===== config.mk =====
export PLATFORM = sky130hd
export DESIGN_NAME = pwr_guard
export DESIGN_NICKNAME = d
export VERILOG_FILES = /design/src/rtl/pwr_guard_pkg.sv /design/src/rtl/pwr_guard_cmp.sv /design/src/rtl/pwr_guard_filt.sv /design/src/rtl/pwr_guard.sv
export SDC_FILE = /design/constraint.sdc
export NUM_CORES = 1
export LEC_CHECK = 0
export CAP_MARGIN = 20
export CORE_AREA = 4 4 54 56
export DETAILED_ROUTE_END_ITERATION = 10
export DIE_AREA = 0 0 58 60
export DONT_BUFFER_PORTS = 1
export PLACE_DENSITY = 0.42
export SYNTH_ARGS = -nofsm -noshare
export SYNTH_HDL_FRONTEND = slang
export SYNTH_SLANG_ARGS = --single-unit

===== constraint.sdc =====
create_clock -name clk_i -period 2.4 [get_ports clk_i]
set_input_delay 0.36 -clock clk_i [delete_from_list [all_inputs] [get_ports clk_i]]
set_output_delay 0.36 -clock clk_i [all_outputs]
set_load 0.01 [all_outputs]

===== src/rtl/pwr_guard_pkg.sv =====
package pwr_guard_pkg;
  typedef enum logic [1:0] {
    M_SEALED = 2'd0,
    M_NORMAL = 2'd1,
    M_PROT   = 2'd2,
    M_BACKUP = 2'd3
  } mode_e;
endpackage


===== src/rtl/pwr_guard_cmp.sv =====
module pwr_guard_cmp #(
  parameter int CODE_W    = 9,
  parameter int NORM_CODE = 300,
  parameter int WP_CODE   = 280,
  parameter int BAT_CODE  = 250,
  parameter int TRIP_CODE = 290
) (
  input  logic [CODE_W-1:0] sample_i,
  output logic              above_norm_o,
  output logic              at_wp_o,
  output logic              below_bat_o,
  output logic              above_bat_o,
  output logic              above_trip_o
);
  localparam logic [CODE_W-1:0] NormC = CODE_W'(NORM_CODE);
  localparam logic [CODE_W-1:0] WpC   = CODE_W'(WP_CODE);
  localparam logic [CODE_W-1:0] BatC  = CODE_W'(BAT_CODE);
  localparam logic [CODE_W-1:0] TripC = CODE_W'(TRIP_CODE);

  assign above_norm_o = sample_i > NormC;
  assign at_wp_o      = sample_i <= WpC;
  assign below_bat_o  = sample_i < BatC;
  assign above_bat_o  = sample_i > BatC;
  assign above_trip_o = sample_i > TripC;
endmodule


===== src/rtl/pwr_guard_filt.sv =====
module pwr_guard_filt #(
  parameter int FILT_LEN = 4
) (
  input  logic clk_i,
  input  logic rst_ni,
  input  logic clr_i,
  input  logic hit_i,
  output logic fire_o
);
  localparam int CNT_W = (FILT_LEN > 1) ? $clog2(FILT_LEN) : 1;
  localparam logic [CNT_W-1:0] Last = CNT_W'(FILT_LEN - 1);

  logic [CNT_W-1:0] cnt_q;

  assign fire_o = hit_i && (cnt_q == Last);

  always_ff @(posedge clk_i or negedge rst_ni) begin
    if (!rst_ni)                        cnt_q <= '0;
    else if (clr_i || !hit_i || fire_o) cnt_q <= '0;
    else                                cnt_q <= cnt_q + 1'b1;
  end
endmodule


===== src/rtl/pwr_guard.sv =====
module pwr_guard
  import pwr_guard_pkg::*;
#(
  parameter int CODE_W    = 9,
  parameter int NORM_CODE = 300,
  parameter int WP_CODE   = 280,
  parameter int BAT_CODE  = 250,
  parameter int TRIP_CODE = 290,
  parameter int FILT_LEN  = 4
) (
  input  logic              clk_i,
  input  logic              rst_ni,
  input  logic              reseal_i,
  input  logic [CODE_W-1:0] sample_i,
  input  logic              ce_req_i,
  output logic [1:0]        status_o,
  output logic              wp_o,
  output logic              in_ign_o,
  output logic              out_hiz_o,
  output logic              bat_on_o,
  output logic              ext_sel_o,
  output logic              ce_o
);
  logic  above_norm, at_wp, below_bat, above_bat, above_trip;
  logic  up_hit, dn_hit, up_fire, dn_fire, step;
  logic  armed_q;
  mode_e mode_q, eff_mode;

  pwr_guard_cmp #(
    .CODE_W(CODE_W), .NORM_CODE(NORM_CODE), .WP_CODE(WP_CODE),
    .BAT_CODE(BAT_CODE), .TRIP_CODE(TRIP_CODE)
  ) u_cmp (
    .sample_i    (sample_i),
    .above_norm_o(above_norm),
    .at_wp_o     (at_wp),
    .below_bat_o (below_bat),
    .above_bat_o (above_bat),
    .above_trip_o(above_trip)
  );

  assign eff_mode = armed_q ? mode_q : M_SEALED;

  // rising and falling requests are filtered separately
  always_comb begin
    up_hit = 1'b0;
    dn_hit = 1'b0;
    unique case (eff_mode)
      M_SEALED: up_hit = above_trip;
      M_NORMAL: dn_hit = at_wp;
      M_PROT: begin
        up_hit = above_norm;
        dn_hit = below_bat;
      end
      M_BACKUP: up_hit = above_bat;
      default: ;
    endcase
  end

  assign step = up_fire || dn_fire || reseal_i;

  pwr_guard_filt #(.FILT_LEN(FILT_LEN)) u_up (
    .clk_i(clk_i), .rst_ni(rst_ni), .clr_i(step), .hit_i(up_hit), .fire_o(up_fire)
  );
  pwr_guard_filt #(.FILT_LEN(FILT_LEN)) u_dn (
    .clk_i(clk_i), .rst_ni(rst_ni), .clr_i(step), .hit_i(dn_hit), .fire_o(dn_fire)
  );

  // seal state survives rst_ni; only a factory reseal clears it
  always_ff @(posedge clk_i) begin
    if (reseal_i)                armed_q <= 1'b0;
    else if (!armed_q && up_fire) armed_q <= 1'b1;
  end

  always_ff @(posedge clk_i or negedge rst_ni) begin
    if (!rst_ni)       mode_q <= M_PROT;
    else if (reseal_i) mode_q <= M_PROT;
    else if (armed_q) begin
      if (up_fire) begin
        if (mode_q == M_PROT)        mode_q <= M_NORMAL;
        else if (mode_q == M_BACKUP) mode_q <= M_PROT;
      end else if (dn_fire) begin
        if (mode_q == M_NORMAL)      mode_q <= M_PROT;
        else if (mode_q == M_PROT)   mode_q <= M_BACKUP;
      end
    end
  end

  logic run_ok;
  assign run_ok    = (eff_mode == M_NORMAL);
  assign status_o  = eff_mode;
  assign wp_o      = !run_ok;
  assign in_ign_o  = !run_ok;
  assign out_hiz_o = !run_ok;
  assign bat_on_o  = (eff_mode == M_BACKUP);
  assign ext_sel_o = (eff_mode != M_BACKUP);
  assign ce_o      = ce_req_i && run_ok;
endmodule


# Yosys cells after proc, flatten, opt, wreduce, memory -nomap -nowiden
# Index checks and enable logic that the tools add are counted.
[op_classes] addsub=2 order_cmp=5 eq_ne=10 mux=13 n_reduce_logical=19
[ops] op="2-bit 2-to-1 mux" n=11
[ops] op="9-bit greater-than comparator (second input constant)" n=2
[ops] op="2-bit equality test (second input constant)" n=6
[ops] op="9-bit by 8-bit greater-than comparator with 1-bit output (second input constant)" n=1
[ops] op="9-bit less-or-equal comparator (second input constant)" n=1
[ops] op="9-bit by 8-bit less-than comparator with 1-bit output (second input constant)" n=1
[ops] op="1-bit logical OR" n=6
[ops] op="2-bit by 1-bit adder with 2-bit output (second input constant)" n=2
[ops] op="2-bit by 1-bit equality test with 1-bit output (second input constant)" n=2
[ops] op="1-bit logical AND" n=4
[ops] op="1-bit logical NOT" n=4
[ops] op="4-bit inequality test (second input constant)" n=1
[ops] op="4-bit AND reduction" n=1
[ops] op="4-bit nonzero test" n=1
[ops] op="1-bit one-hot mux with 3 select lines" n=1
[ops] op="3-bit nonzero test" n=1
[ops] op="2-bit logical NOT" n=1
[ops] op="2-bit inequality test (second input constant)" n=1
[ops] op="1-bit one-hot mux with 2 select lines" n=1
[ops] op="2-bit nonzero test" n=1
[word_totals] ff_bits=7 in_bits=13 output_inout_bits=8 wordCells=53

# Depth between registers and ports, before layout
# Gate-level depths: netlist (run 1).
[logic_depth] depth_word=9 mapped_depth=9

# Modules after synthesis
# A second synthesis (run 1) with hierarchy kept.
[unflattened] hier_cells=66 hier_area_um2=630.6
[modules_own_cells] module="pwr_guard" n_inst=1 cells_per_inst=34 area_per_inst_um2=291.5 seq_area_each_um2=71.3
[modules_own_cells] module="pwr_guard_filt" n_inst=2 cells_per_inst=6 area_per_inst_um2=96.3 seq_area_each_um2=50.0
[modules_own_cells] module="pwr_guard_cmp" n_inst=1 cells_per_inst=20 area_per_inst_um2=146.4 seq_area_each_um2=0.0

# Worst setup path before layout (run 1)
# No wires, ideal clock.
[synth_path] path_kind="input to register" start="in sample_i[7]" end="reg mode_q[0]" setup_ns=0.138 arrival_ns=2.381 t_required_ns=2.262 path_slack_ns=-0.120 path_stages=6 n_path_buf=0 path_cell_list="or4_1 -> or4_1 -> and3_4 -> o311ai_2 -> nor4b_1 -> or4_1"
[synth_between] elab_chain_cells=6 elab_cells_between_ends=16 classes_between="order compare (5); eq/ne (1); mux (5); reduce/logical (5)"
[synth_lines] element="start, declared" line_no="pwr_guard.sv:14" source="input logic [CODE_W-1:0] sample_i,"
[synth_lines] element="9-bit by 8-bit greater-than comparator with 1-bit output, or another cell as far along" line_no="pwr_guard_cmp.sv:23" source="assign above_bat_o = sample_i > BatC;"
[synth_lines] element="1-bit one-hot mux with 3 select lines" line_no="pwr_guard.sv:47" source="unique case (eff_mode)"
[synth_lines] element="1-bit logical AND" line_no="pwr_guard_filt.sv:15" source="assign fire_o = hit_i && (cnt_q == Last);"
[synth_lines] element="2-bit 2-to-1 mux" line_no="pwr_guard.sv:78" source="if (up_fire) begin"
[synth_lines] element="2-bit 2-to-1 mux" line_no="pwr_guard.sv:77" source="else if (armed_q) begin"
[synth_lines] element="2-bit 2-to-1 mux" line_no="pwr_guard.sv:76" source="else if (reseal_i) mode_q <= M_PROT;"
[synth_lines] element="end signal, assigned" line_no="pwr_guard.sv:76"
[synth_lines] element="end signal, assigned" line_no="pwr_guard.sv:79" source="if (mode_q == M_PROT) mode_q <= M_NORMAL;"
[synth_lines] element="end signal, assigned" line_no="pwr_guard.sv:80" source="else if (mode_q == M_BACKUP) mode_q <= M_PROT;"
[synth_lines] element="end, declared" line_no="pwr_guard.sv:27" source="mode_e mode_q, eff_mode;"
# Parallel ways exist; a longest one is shown, timed or not. The select of a mux whose other input is x is not followed.
# A chain may end at the register's enable or synchronous reset.

# Final worst setup path (run 1)
[layout_path] start="reg mode_q[1]" end="reg mode_q[0]"
[layout_between] elab_chain_cells=7 elab_cells_between_ends=22 classes_between="eq/ne (7); mux (9); reduce/logical (6)"
[layout_lines] element="start signal, assigned" line_no="pwr_guard.sv:75" source="if (!rst_ni) mode_q <= M_PROT;"
[layout_lines] element="start signal, assigned" line_no="pwr_guard.sv:76"
[layout_lines] element="start signal, assigned" line_no="pwr_guard.sv:79"
[layout_lines] element="2-bit 2-to-1 mux *" line_no="pwr_guard.sv:41" source="assign eff_mode = armed_q ? mode_q : M_SEALED;"
[layout_lines] element="2-bit equality test *"
[layout_lines] element="net bat_on_o" line_no="pwr_guard.sv:20" source="output logic bat_on_o,"
[layout_lines] element="1-bit one-hot mux with 3 select lines *" line_no="pwr_guard.sv:47"
[layout_lines] element="1-bit logical AND *" line_no="pwr_guard_filt.sv:15"
[layout_lines] element="2-bit 2-to-1 mux" line_no="pwr_guard.sv:78"
[layout_lines] element="2-bit 2-to-1 mux" line_no="pwr_guard.sv:77"
[layout_lines] element="2-bit 2-to-1 mux" line_no="pwr_guard.sv:76"
# The timed path passes the listed nets; every way through them passes the cells marked *. The select of a mux whose other input is x is not followed.

==> metrics.md, run 1 <==
| Metric | Value |
|---|---|
| I/O Buffers | 0 |
| Number of global-route vias before repair | 607 |
| CP Depth | 8 |
| Nature of the critical path endpoint | register |
| GRT overflow | 0 |
| Clock H-tree levels | 1 |
| Part of the power in combinational logic | 0.175 |
| Main combinational cell family by area after synthesis | simple AND/OR/NAND/NOR gates |
| Multi-input gate area | 435 µm² |
| Initial antenna violation count | 0 |
| Detailed-route wire length per cell | 13.9 µm |
| Seq/Total Area, Yosys | 0.287 |
| Root Buffer | clkbuf_4 |
| Clock network fraction of total power | 0.367 |
| Status | finished, final reports clean |
| Simple-gate area share of the yosys netlist | 0.321 |
| Synthesized area per cell | 8.18 µm² |
| GR Util All Layers | 0.103 |
| Synth Register Bits | 7 |
| Final period utilization | 0.940 |
| Multiplexer share of the synthesized area | 0 |
| Synth Area in Adders | 0.126 |
| Post-route insts no fill | 119 |
| Die height | 60 µm |
| Worst Hold Depth | 1 |
| Clk slew on worst S/H paths | 0.06 ns |
| Rows | 18 |
| Design area | 808 µm² |
| Synth Cell Area | 597 µm² |
| Post-Synthesis Cells | 73 |
| Final TNS setup | 0 ns |
| Seq pwr share | 0.458 |
| Finish-stage setup viols | 0 |
| Sw power | 0.0000739 W |
| FF/Latch Area | 171 µm² |
| Synth Area in Compound Gates | 0.197 |
| Max cap viols | 0 |
| 1st-iter DRT viols | 9 |
| CTS tree | yes |
| Worst path cell trace | nand2_2 -> inv_2 -> ha_4 -> nand3_2 -> o31ai_4 -> o311ai_4 -> and3_1 -> or4_1 |
| First-pass GRT wire length | 2730 µm |
| Pwr Density | 361 mW/mm² |
| Placed Instances | 113 |
| Core footprint | 0.00243 mm² |
| Cts bufs inserted | 3 |
| Syn nets | 92 |
| Net Sw Frac | 0.253 |
| Starting density of the core | 0.245 |
| Synth unique cells | 27 |
| Peak fanout along the critical path | 4 |
| Crit-path leading delay family | simple AND/OR/NAND/NOR gates |
| Min-Delay Path Class | in -> reg |
| Worst path required time | 2.52 ns |
| GP Congestion | 0.736 |
| I/O pin count | 21 |
| Placed inst area | 728 µm² |
| Drt via density | 5.14 |
| Tot Pwr | 0.000292 W |
| Hold_ws | 0.170 ns |
| Rel. slew slack | 0.781 |
| Max Buffers Root-to-Sink | 2 |
| CP peak stage delay | 0.53 ns |
| Clock skew | 0.00619 ns |
| Fill count | 261 |
| Pint | 0.000218 W |
| Vias | 612 |
| Static leakage | 0.330 nW |
| Final Max Slew Viols | 0 |
| Fin. Hold Viols | 0 |
| # DRC | 0 |
| CTS sink cnt | 7 |
| N_diodes | 0 |
| Worst path bufs/invs | 1 |
| Kind of critical path | reg -> reg |
| First-pass iteration count of the detailed router | 4 |
| HPWL after DPL | 1380 µm |
| Nets@finish | 109 |
| WP data arrival | 2.38 ns |
| F_max | 443 MHz |
| Die Width | 58 µm |
| Area Growth Syn to Fin | 35.4% |
| Slowest stage cell, crit path | dfstp_2 |
| XOR/XNOR share of the synthesized area | 0 |
| Pin count of the biggest net entering global routing | 10 |
| VDD IR max | 0.000243 V |
| Routed Antenna Nets | 0 |
| Synth warn | 0 |
| Full die area | 0.00348 mm² |
| Min Tclk post-route | 2.26 ns |
| R2R depth | 8 |
| Worst-margin pin slew | 0.325 ns |
| Worst skew pair latency | 0.25 ns |
| Final wirelength | 1650 µm |
| Layout cells sized above 1 | 0.315 |
| Setup crit start kind | register |
-- synthesized netlist by cell type --
cell type	number	area share
o311ai_1	1	0.015
nor3_1	2	0.017
clkbuf_1	1	0.0063
nand3_1	3	0.025
nor4_1	5	0.052
and3_1	1	0.010
and3_4	1	0.019
nand2_1	9	0.057
nor2b_1	1	0.010
o311ai_2	1	0.027
dfxtp_1	1	0.034
and2_1	1	0.010
o31ai_1	3	0.038
o311a_2	1	0.019
nor2_1	6	0.038
dfrtp_1	5	0.21
inv_1	6	0.038
or4_1	3	0.038
buf_4	2	0.025
nor4b_1	3	0.044
o211ai_1	1	0.013
a21oi_1	3	0.025
dfstp_2	1	0.044
a211oi_1	1	0.013
ha_1	6	0.13
o21ai_0	4	0.034
a2bb2oi_1	1	0.015
-- power by group through the flow --
stage / logic (W) / clock network, W / registers [W]
5_1_grt: 0.0000571 / 0.000124 / 0.000135
3_3_place_gp: 0.0000468 / 0 / 0.000135
4_1_cts: 0.0000506 / 0.000114 / 0.000133
2_1_floorplan: 0.0000282 / 0 / 0.000138
6_report: 0.0000511 / 0.000107 / 0.000134
3_5_place_dp: 0.0000464 / 0 / 0.000136
-- path summary, 6_finish.rpt --
kind | start | to | slack (ns)
worst max-delay path | mode_q[1] | mode_q[0] | 0.14
worst min-delay path | reseal_i | armed_q | 0.17
worst max register to register | mode_q[1] | mode_q[0] | 0.14
worst min register to register | u_dn.cnt_q[0] | u_dn.cnt_q[0] | 0.43
max in group asynchronous | rst_ni | mode_q[1] | 1.68
min in group asynchronous | rst_ni | u_up.cnt_q[1] | 0.43
-- worst register-to-register path, cell delays in order (launching register included) --
cell and delay (ns):
dfstp_2 0.53, nand2_2 0.08, inv_2 0.09, ha_4 0.17, nand3_2 0.10, o31ai_4 0.32
o311ai_4 0.15, and3_1 0.19, or4_1 0.51
-- logic make-up (layout without fill, tap and decap cells) --
logic type / count (synthesis) / after routing
flip-flops: 7 / 7
adder cells (fa/ha/maj): 6 / 6
AO/OA/AOI/OAI: 16 / 16
AND/OR/NAND/NOR: 35 / 35
buffers and inverters: 9 / 25
-- sequential cells by signal, indices dropped and copies added (netlist names) --
register,count
u_dn.cnt_q,2
mode_q,2
armed_q,1
u_up.cnt_q,2
-- layer usage --
layer  track usage  vias up  wire length, µm
met5             0        -                0
met4        0.0331        0               13
met3        0.0454        2              111
met2         0.182       21              881
met1         0.110      288              646
li1              -      301                -
-- through the flow --
stage                     setup WS, ns   util
final                            0.144  0.332
after CTS                       0.0363  0.319
after global placement         -0.0623  0.299
after global routing           -0.0160  0.332
after floorplan                -0.0159      -
after detailed placement       -0.0828  0.299
-- cell type report --
cell class,instances,area share
tap,30,0.0464
inverter,6,0.0279
clock buffer,4,0.0325
timing repair buffer,15,0.142
multi-input combinational,57,0.539
sequential,7,0.212
-- layout by cell type (no fill, tap or decap), types with 4 or more instances in the layout --
cell type and count:
nand2_1 8, nor2_1 6, nor4_1 5, dfrtp_1 5, buf_4 14, inv_1 5
ha_1 4
-- repair_timing --
item	4_1_cts	5_1_grt
setup endpoints to repair	1	2
gates resized for setup	2	7
pin swaps	0	3
endpoints found under the hold margin	6	0
setup buffers	0	1
hold buffers	1	0
No activity file was read; power rests on OpenSTA's default activity.
==> run 2, diff against run 1 <==
GPL_TIMING_DRIVEN = 0   (was unset)
SETUP_SLACK_MARGIN = 0.4   (was unset)
==> run 2 against run 1 <==
Net effect: maximum frequency shrank 0.15%; clock skew shrank 0.0050 ns; via count shrank 0.98%; total power grew 4.5%; final cell count shrank 2.5%; utilization grew 0.87 points; critical endpoint unchanged; largest cell class unchanged; highest routed layer unchanged.
==> metrics.md, run 2 (same netlist as run 1, synthesis figures left out) <==
| Metric | Value |
|---|---|
| F_max | 443 MHz (-0.15%) |
| Worst skew pair latency | 0.26 ns (about the same) |
| Initial antenna violation count | 0 (unchanged) |
| Rows | 18 (unchanged) |
| Multi-input gate area | 473 µm² (+8.6%) |
| Max Buffers Root-to-Sink | 2 (unchanged) |
| Worst path most repeated cell | or4_1 |
| Worst path bufs/invs | 0 (-1) |
| Pin count of the biggest net entering global routing | 10 (unchanged) |
| Nets@finish | 106 (-2.8%) |
| Commonest non-fill, non-tap cell in the layout | buf_4 |
| I/O Buffers | 0 (unchanged) |
| CTS sink cnt | 7 (unchanged) |
| Number of global-route vias before repair | 622 (+2.5%) |
| # DRC | 0 (unchanged) |
| Kind of critical path | in -> reg |
| I/O pin count | 21 (unchanged) |
| Drt via density | 5.22 (+1.6%) |
| Setup crit start kind | input pin |
| Core footprint | 0.00243 mm² (unchanged) |
| HPWL after DPL | 1250 µm (-8.8%) |
| GP Congestion | 0.743 (+0.92%) |
| Fin. Hold Viols | 0 (unchanged) |
| FF/Latch Area | 174 µm² (+1.5%) |
| Vias | 606 (-0.98%) |
| Worst-margin pin slew | 0.419 ns (+0.0940 ns) |
| GR Util All Layers | 0.102 (-0.000808) |
| Finish-stage setup viols | 0 (unchanged) |
| VDD IR max | 0.000216 V (-11%) |
| Crit-path leading delay family | simple AND/OR/NAND/NOR gates |
| Cts bufs inserted | 3 (unchanged) |
| CTS tree | yes |
| Area Growth Syn to Fin | 39.0% |
| Layout cells sized above 1 | 0.372 (+0.0575) |
| Full die area | 0.00348 mm² (unchanged) |
| First-pass GRT wire length | 2680 µm (-1.8%) |
| Die height | 60 µm (unchanged) |
| Rel. slew slack | 0.721 (-0.0608) |
| Die Width | 58 µm (unchanged) |
| Fill count | 263 (+0.77%) |
| 1st-iter DRT viols | 9 (unchanged) |
| Clk slew on worst S/H paths | 0.05 ns (about the same) |
| Peak fanout along the critical path | 4 (unchanged) |
| Tot Pwr | 0.000305 W (+4.5%) |
| Final Core Density | 0.341 (+0.00874) |
| Static leakage | 0.312 nW (-5.6%) |
| Met2 routed WL | 894 µm (+1.5%) |
| Met1 WL | 698 µm (+8.0%) |
| Clock H-tree levels | 1 (unchanged) |
| Final wirelength | 1700 µm (+2.5%) |
| WL met3 | 77 µm (-31%) |
| Min-Delay Path Class | in -> async |
| Slowest stage cell, crit path | or4_4 |
| CP peak stage delay | 0.52 ns (about the same) |
| Starting density of the core | 0.245 (unchanged) |
| Commonest non-fill, non-tap cells in the layout | buf_4 (10), nand2_1 (8), nor2_1 (6) |
| Largest regs | mode_q: 2 flops, u_dn.cnt_q: 2 flops, u_up.cnt_q: 2 flops |
| DR top layer | met4 |
| Final period utilization | 0.941 (+0.00142) |
| Max cap viols | 0 (unchanged) |
| Hold_ws | 0.413 ns (+0.243 ns) |
| N_diodes | 0 (unchanged) |
| Pwr Density | 368 mW/mm² (+1.9%) |
| Status | finished, final reports clean |
| GRT overflow | 0 (unchanged) |
| RSZ-0062 raised after global routing | yes |
| Root Buffer | clkbuf_4 |
| Clock skew | 0.00118 ns (-0.00500 ns) |
| Final Max Slew Viols | 0 (unchanged) |
| Min Tclk post-route | 2.26 ns (+0.00340 ns) |
| Detailed-route wire length per cell | 14.6 µm (+5.2%) |
| Worst path cell trace | or4_4 -> or4_1 -> and3_4 -> o311ai_4 -> nor4b_2 -> or4_1 |
| First-pass iteration count of the detailed router | 4 (unchanged) |
| Routed Antenna Nets | 0 (unchanged) |
| WP data arrival | 2.39 ns (about the same) |
| Nature of the critical path endpoint | register |
| Worst path required time | 2.53 ns (about the same) |
-- run 2: cell count changes in the layout (fill, tap and decap cells not counted), sizes merged --
cell and delta:
clkbuf +1, buf -4
-- run 2: metrics by stage --
step | setup WS [ns] | cells | TNS [ns] | cell area (µm²)
2_1_floorplan | -0.0159 | 73 | -0.0159 | 612
3_3_place_gp | -0.288 | 103 | -0.544 | 649
3_5_place_dp | -0.302 | 103 | -0.657 | 649
4_1_cts | 0.127 | 115 | 0 | 820
5_1_grt | 0.0750 | 116 | 0 | 830
6_report | 0.141 | 116 | 0 | 830
-- run 2: path summary, 6_finish.rpt --
path,cells after the start,slack (ns),start,to
max,6,0.14,sample_i[7],mode_q[0]
min,1,0.41,rst_ni,u_up.cnt_q[1]
max reg2reg,8,0.16,mode_q[1],mode_q[0]
min reg2reg,1,0.43,u_dn.cnt_q[0],u_dn.cnt_q[0]
max in group asynchronous,1,1.71,rst_ni,mode_q[1]
min in group clk_i,1,0.43,u_dn.cnt_q[0],u_dn.cnt_q[0]
-- run 2: per-layer routing --
layer,vias to the layer above,global-route usage
li1,299,-
met1,291,0.105
met2,13,0.190
met3,3,0.0281
met4,0,0.0497
met5,-,0
-- run 2: cell type report --
class,count,share of cell area
buffer,3,0.0226
clock buffer,4,0.0317
inverter,6,0.0362
multi-input combinational,57,0.570
sequential,7,0.210
tap,30,0.0452
timing repair buffer,9,0.0845
-- run 2: timing repair --
| item | CTS | global route |
|---|---|---|
| resized for setup | 20 | 2 |
| hold buffers | 1 | 0 |
| endpoints found under the setup margin | 9 | 4 |
| pin swaps | 8 | 3 |
| buffers inserted | 7 | 1 |
| hold endpoints to repair | 6 | 0 |
-- run 2: report_power, final --
group | leakage [nW] | internal [W] | switching (W)
Combinational | 0.211 | 0.0000288 | 0.0000291
Sequential | 0.0858 | 0.000129 | 0.00000629
Clock | 0.0150 | 0.0000637 | 0.0000482
Total | 0.312 | 0.000222 | 0.0000835
